**config.mk**
```make
export PLATFORM = sky130hd
export DESIGN_NAME = fsk_byte_framer
export DESIGN_NICKNAME = d
export VERILOG_FILES = /design/src/rtl/fsk_framer_pkg.sv /design/src/rtl/fsk_tick_gen.sv /design/src/rtl/fsk_frame_fsm.sv /design/src/rtl/fsk_hold_buf.sv /design/src/rtl/fsk_byte_framer.sv
export SDC_FILE = /design/constraint.sdc
export NUM_CORES = 1
export LEC_CHECK = 0
export BUFFER_PORTS_ARGS = -buffer_cell sky130_fd_sc_hd__buf_4
export CORE_ASPECT_RATIO = 0.5
export CORE_MARGIN = 2
export CORE_UTILIZATION = 25
export DETAILED_ROUTE_END_ITERATION = 8
export GPL_TIMING_DRIVEN = 0
export PLACE_DENSITY_LB_ADDON = 0.08
export SLEW_MARGIN = 30
export SYNTH_ARGS = -nofsm -noshare
export SYNTH_HDL_FRONTEND = slang
export SYNTH_SLANG_ARGS = --single-unit
```
**constraint.sdc**
```tcl
create_clock -name clk -period 2 [get_ports clk]
set_clock_uncertainty 0.1 [all_clocks]
set_input_delay 0 -clock clk [delete_from_list [all_inputs] [get_ports clk]]
set_output_delay 0 -clock clk [all_outputs]
set_load 0.1 [all_outputs]
```
**src/rtl/fsk_framer_pkg.sv**
```systemverilog
package fsk_framer_pkg;
    typedef enum logic [1:0] {
        ST_IDLE  = 2'd0,
        ST_START = 2'd1,
        ST_DATA  = 2'd2,
        ST_STOP  = 2'd3
    } frm_state_t;
endpackage

```
**src/rtl/fsk_tick_gen.sv**
```systemverilog
module fsk_tick_gen #(
    parameter int DIV = 4
) (
    input  logic clk,
    input  logic rst_n,
    input  logic hold,
    output logic tick
);
    localparam int CW = (DIV > 1) ? $clog2(DIV) : 1;
    localparam logic [CW-1:0] CNT_LAST = CW'(DIV - 1);

    logic [CW-1:0] cnt_q;

    assign tick = !hold && (cnt_q == CNT_LAST);

    always_ff @(posedge clk or negedge rst_n) begin
        if (!rst_n)
            cnt_q <= '0;
        else if (hold || cnt_q == CNT_LAST)
            cnt_q <= '0;
        else
            cnt_q <= cnt_q + 1'b1;
    end
endmodule

```
**src/rtl/fsk_frame_fsm.sv**
```systemverilog
module fsk_frame_fsm
    import fsk_framer_pkg::*;
#(
    parameter int SUBS      = 16,
    parameter int DATA_BITS = 8
) (
    input  logic                 clk,
    input  logic                 rst_n,
    input  logic                 tick,
    input  logic                 rx_bit,
    output logic                 tick_hold,
    output logic                 dclk_q,
    output logic                 rdy_pulse,
    output logic                 load,
    output logic [DATA_BITS:0]   word
);
    localparam int SW = $clog2(SUBS);
    localparam int IW = $clog2(DATA_BITS);
    localparam logic [SW-1:0] SUB_HALF = SW'(SUBS / 2 - 1);
    localparam logic [SW-1:0] SUB_LAST = SW'(SUBS - 1);
    localparam logic [IW-1:0] IDX_LAST = IW'(DATA_BITS - 1);

    frm_state_t           state_q, state_d;
    logic [SW-1:0]        sub_q;
    logic [IW-1:0]        idx_q;
    logic [DATA_BITS-1:0] shreg_q;
    logic                 at_mid, at_edge;

    assign at_mid    = tick && (sub_q == SUB_LAST);
    assign at_edge   = tick && (sub_q == SUB_HALF);
    assign tick_hold = (state_q == ST_IDLE);

    // state register
    always_ff @(posedge clk or negedge rst_n) begin
        if (!rst_n) state_q <= ST_IDLE;
        else        state_q <= state_d;
    end

    // transitions
    always_comb begin
        state_d = state_q;
        unique case (state_q)
            ST_IDLE:  if (!rx_bit) state_d = ST_START;
            ST_START: if (at_edge) state_d = rx_bit ? ST_IDLE : ST_DATA;
            ST_DATA:  if (at_mid && idx_q == IDX_LAST) state_d = ST_STOP;
            ST_STOP:  if (at_mid) state_d = ST_IDLE;
            default:  state_d = ST_IDLE;
        endcase
    end

    // datapath and outputs
    always_ff @(posedge clk or negedge rst_n) begin
        if (!rst_n) begin
            sub_q     <= '0;
            idx_q     <= '0;
            shreg_q   <= '0;
            dclk_q    <= 1'b0;
            rdy_pulse <= 1'b0;
            load      <= 1'b0;
            word      <= '0;
        end else begin
            load <= 1'b0;
            unique case (state_q)
                ST_IDLE: begin
                    sub_q <= '0;
                end
                ST_START: begin
                    if (at_edge) begin
                        sub_q <= '0;
                        idx_q <= '0;
                    end else if (tick) begin
                        sub_q <= sub_q + 1'b1;
                    end
                end
                ST_DATA: begin
                    if (tick) sub_q <= sub_q + 1'b1;
                    if (at_mid) begin
                        shreg_q <= {rx_bit, shreg_q[DATA_BITS-1:1]};
                        idx_q   <= idx_q + 1'b1;
                        dclk_q  <= 1'b1;
                    end else if (at_edge) begin
                        dclk_q <= 1'b0;
                    end
                end
                ST_STOP: begin
                    if (tick) sub_q <= sub_q + 1'b1;
                    if (at_edge) begin
                        dclk_q    <= 1'b0;
                        rdy_pulse <= 1'b1;
                    end else if (at_mid) begin
                        rdy_pulse <= 1'b0;
                        load      <= 1'b1;
                        word      <= {rx_bit, shreg_q};
                    end
                end
                default: sub_q <= '0;
            endcase
        end
    end
endmodule

```
**src/rtl/fsk_hold_buf.sv**
```systemverilog
module fsk_hold_buf #(
    parameter int W = 9
) (
    input  logic         clk,
    input  logic         rst_n,
    input  logic         load,
    input  logic [W-1:0] word,
    input  logic         host_rise,
    output logic         bit_out,
    output logic         full
);
    localparam int LW = $clog2(W + 1);
    localparam logic [LW-1:0] LEFT_ALL = LW'(W);

    logic [W-1:0]  sh_q;
    logic [LW-1:0] left_q;

    assign full = (left_q != '0);

    always_ff @(posedge clk or negedge rst_n) begin
        if (!rst_n) begin
            sh_q    <= '0;
            left_q  <= '0;
            bit_out <= 1'b0;
        end else if (load) begin
            sh_q   <= word;
            left_q <= LEFT_ALL;
        end else if (host_rise && full) begin
            bit_out <= sh_q[0];
            sh_q    <= sh_q >> 1;
            left_q  <= left_q - 1'b1;
        end
    end
endmodule

```
**src/rtl/fsk_byte_framer.sv**
```systemverilog
module fsk_byte_framer #(
    parameter int DIV       = 4,
    parameter int SUBS      = 16,
    parameter int DATA_BITS = 8
) (
    input  logic clk,
    input  logic rst_n,
    input  logic fsk_bit,
    input  logic buf_mode,
    input  logic host_clk,
    output logic data_out,
    output logic dclk_out,
    output logic dclk_oe,
    output logic rdy_n
);
    localparam int WORD_W = DATA_BITS + 1;

    logic              tick, tick_hold;
    logic              dclk_q, rdy_pulse, load;
    logic [WORD_W-1:0] word;
    logic              host_q, host_rise;
    logic              buf_bit, buf_full;

    always_ff @(posedge clk or negedge rst_n) begin
        if (!rst_n) host_q <= 1'b0;
        else        host_q <= host_clk;
    end
    assign host_rise = host_clk && !host_q;

    fsk_tick_gen #(.DIV(DIV)) u_tick (
        .clk   (clk),
        .rst_n (rst_n),
        .hold  (tick_hold),
        .tick  (tick)
    );

    fsk_frame_fsm #(.SUBS(SUBS), .DATA_BITS(DATA_BITS)) u_fsm (
        .clk       (clk),
        .rst_n     (rst_n),
        .tick      (tick),
        .rx_bit    (fsk_bit),
        .tick_hold (tick_hold),
        .dclk_q    (dclk_q),
        .rdy_pulse (rdy_pulse),
        .load      (load),
        .word      (word)
    );

    fsk_hold_buf #(.W(WORD_W)) u_buf (
        .clk       (clk),
        .rst_n     (rst_n),
        .load      (load),
        .word      (word),
        .host_rise (host_rise),
        .bit_out   (buf_bit),
        .full      (buf_full)
    );

    assign data_out = buf_mode ? buf_bit : fsk_bit;
    assign dclk_out = buf_mode ? 1'b0 : dclk_q;
    assign dclk_oe  = !buf_mode;
    assign rdy_n    = buf_mode ? !buf_full : !rdy_pulse;
endmodule

```
==> results.md <==
- Largest net degree at the start of global routing: 47
- Worst slew pin tran: approximately 0.59 ns
- Final Hold Violating Endpoints: 0
- Setup TNS: 0 ns
- Worst-path clk slew: 0.07 ns
- NumNets Final: between 200 and 250
- Drt initial violations: 78
- Ant. Diodes: 0
- CTS sink cnt: between 40 and 50
- Reg2Reg Setup Slack: roughly 0.21 ns
- GRT overflow: 0
- Fin crit share: between 90% and 100%
- Worst Hold Class: input pin to asynchronous set/reset pin
- Mapped Area: 2170 sq um
- Sw Share: about 29%
- Number of primary I/O pins: 9
- Clock buffer depth: 2
- Root buffer cell: clkbuf_16
- Arr. time, crit path: approximately 1.8 ns
- Seq/Total Area, Yosys: a little over half
- Mapped Nets: ~190
- Core Footprint: approximately 8200 sq um
- IO Port Bufs: 8
- Non-Filler Instances: slightly above 300
- #FFs+latches synth: 46
- Worst r2r src: u_fsm.sub_q[0]
- Cell chain of the critical path: inv_1, ha_1, nor3b_4, buf_8, nor2_1, a21oi_2, buf_8
- Status: finished, final reports clean
- Sequential power share: 42.6%
- EDFF count, synth: 0
- Sw Pwr: 0.000788 W
- Gate power share: a little over a fifth
- Die footprint: ~9500 sq um
- ANT nets after route: 0
- Dpl hpwl: roughly 2800 um
- Via count: 1,392
- Ys async rst share: 100%
- Distinct cells, synth: 43
- Max-slew violations: 0
- Min cycle time layout: about 1.9 ns
- Critical path type: flop to primary output
- Highest ir drop seen on vdd: approximately 0.00034 V
- Internal power: 0.00189 W
- Remaining DRCs: 0
- Placement row count: 23
- Final wirelength: approximately 4300 um
- Inst Count DP: ~290
- Htree depth: 2
- Power Dens Cells: 1030 nW/um^2
- Share of layout cells above drive strength 1: about a quarter
- Clk_lat worst skew: about 0.29 ns
- Max Cap Viol: 0
- Worst EP required: between 1.5 and 2 ns
- Setup violators final: 0
- Initial antenna violation count: 0
- Slowest CP cell: dfrtp_1
- LEAKAGE: 1.19 nW
- First-pass GRT wire length: between 7000 and 8000 um
- Synth warnings: 0
- Mapped Cells: 174
- Die height: 69.9 um
- Vias in the first global route: around 1.5k
- Average size of a mapped cell: 12.5 sq um
- Die X: roughly 140 um
- CP max stage delay: approximately 0.4 ns
- CP dominant cell by count: buf_8
- Vias/cell: ~4.5
- Startpoint type of the worst setup path: flop
- Rel. slew slack: between 60% and 70%
- Reg2Reg Capture Point: u_fsm.word[6]
- Clk pwr share: between 30% and 40%
- Router iterations before antenna repair: 4
- Final worst hold slack: 0.144 ns
- DR WL/cell: 13.9 um
- Ys flop type: dfrtp_1
- Achievable Freq: 0.532 GHz
- TritonCTS Buffers: 5
- RePlAce Congestion: slightly below 0.7
- CTS tree: built
- Reg2reg path depth: 5
- # fillers: 832
- Crit end category: primary output
- Area grow syn2layout: 20.3%
- Max Fanout on Critical Path: 3
- Initial Util: between 20% and 30%
- GRT Util Overall: 10.1%
cells by family (layout without fill, tap and decap cells):
kind of cell	count (synthesis)	count (layout)	share of synthesized area, %
adder cells (fa/ha/maj)	6	6	3.46
AND/OR/NAND/NOR	33	33	9.86
flip-flops	46	46	53.1
AO/OA/AOI/OAI	49	49	14.5
multiplexers	20	20	13.1
XOR/XNOR	2	2	0.808
buffers and inverters	18	39	5.19
layout make-up:
class                   count  area, sq um  share of cell area (%)
repair buffers             13          113                    4.31
plain buffers              11         97.6                    3.74
inverters                   7         26.3                    1.01
multi-input cells         110          916                    35.1
clock buffers               6          129                    4.94
flip-flops and latches     46         1150                    44.1
clock inverters             2         37.5                    1.44
well taps                 112          140                    5.37
cells in the final DEF, fill, tap and decap left out, types with 2 or more instances in the layout:
cell type	n
mux2_4	16
buf_6	3
buf_4	10
nand2_1	3
inv_1	6
ha_1	6
nor3_1	3
buf_2	2
clkbuf_1	4
nand3_1	2
nor2b_1	2
nor3b_1	2
buf_8	2
nor2_1	6
nand2b_1	4
a21oi_1	5
dlygate4sd3_1	3
mux2_2	3
a31oi_1	11
a22o_1	2
o21ai_0	15
clkbuf_16	5
dfrtp_1	46
a2bb2oi_1	8
Yosys cell counts, types with 4 or more instances:
cell type  instances  area (sq um)
dfrtp_1           46          1150
mux2_4            16           240
o21ai_0           16          80.1
a31oi_1           11          68.8
a2bb2oi_1          8          70.1
a21oi_1            6          30.0
ha_1               6          75.1
inv_1              6          22.5
nor2_1             6          22.5
clkbuf_1           4          15.0
nand2b_1           4          25.0
metal layers:
metal  GRT usage, %  vias to the layer above  wire length (um)
met5              0                        -                 0
met4           4.86                        0                84
met3           3.05                        8               105
met2           15.1                        7              1820
met1           13.2                      697              2240
li1               -                      680                 -
timing repair:
| item | 4_1_cts | 5_1_grt |
|---|---|---|
| hold buffers | 3 | 0 |
| hold endpoints to repair | 49 | 0 |
| buffers inserted | 0 | 2 |
| setup endpoints to repair | 1 | 1 |
| gates resized for setup | 5 | 2 |
| gates cloned | 0 | 0 |
power by group through the flow:
| stage | Combinational [W] | Clock (W) | Sequential [W] |
|---|---|---|---|
| after floorplan | 0.000430 | 0 | 0.00113 |
| after global placement | 0.000545 | 0 | 0.00115 |
| after detailed placement | 0.000550 | 0 | 0.00115 |
| after CTS | 0.000569 | 0.000993 | 0.00113 |
| after global routing | 0.000659 | 0.00103 | 0.00116 |
| final | 0.000580 | 0.000959 | 0.00114 |
flip-flops by register name, indices dropped and copies added, names as in the netlist, named ones only:
name and flops:
u_buf.sh_q 9, host_q 1, u_tick.cnt_q 2, u_fsm.word 9, u_buf.bit_out 1, u_fsm.load 1, u_fsm.shreg_q 8, u_fsm.idx_q 3
u_buf.left_q 4, u_fsm.rdy_pulse 1, u_fsm.sub_q 4, u_fsm.dclk_q 1, u_fsm.state_q 1
worst max-delay path, delay by kind of cell (launching register included):
family / cells / cell delay (ns)
buffers and inverters: 3 / 0.46
DFF: 1 / 0.40
and+or+nand+nor: 2 / 0.30
adders and majority gates: 1 / 0.19
AOI/OAI and AO/OA: 1 / 0.13
metrics by stage:
stage / util, % / setup slack, ns / area (sq um) / power [W]
2_1_floorplan: - / -0.0823 / 2170 / 0.00156
3_3_place_gp: 28.9 / 0.0745 / 2370 / 0.00169
3_5_place_dp: 28.9 / 0.0851 / 2370 / 0.00170
4_1_cts: 31.5 / 0.0141 / 2590 / 0.00269
5_1_grt: 31.8 / -0.00958 / 2610 / 0.00284
6_report: 31.8 / 0.120 / 2610 / 0.00268
how the worst max path moves through the flow:
stage | start | endpoint | slack [ns] | cells after the start
after floorplan | u_buf.left_q[0] | rdy_n | -0.08 | 6
after global placement | u_buf.left_q[0] | rdy_n | 0.07 | 7
after detailed placement | u_buf.left_q[0] | rdy_n | 0.09 | 7
after CTS | u_buf.left_q[0] | rdy_n | 0.01 | 7
after global routing | u_buf.left_q[0] | rdy_n | -0.01 | 7
final | u_buf.left_q[0] | rdy_n | 0.12 | 7
Power figures use the tool's default switching activity.
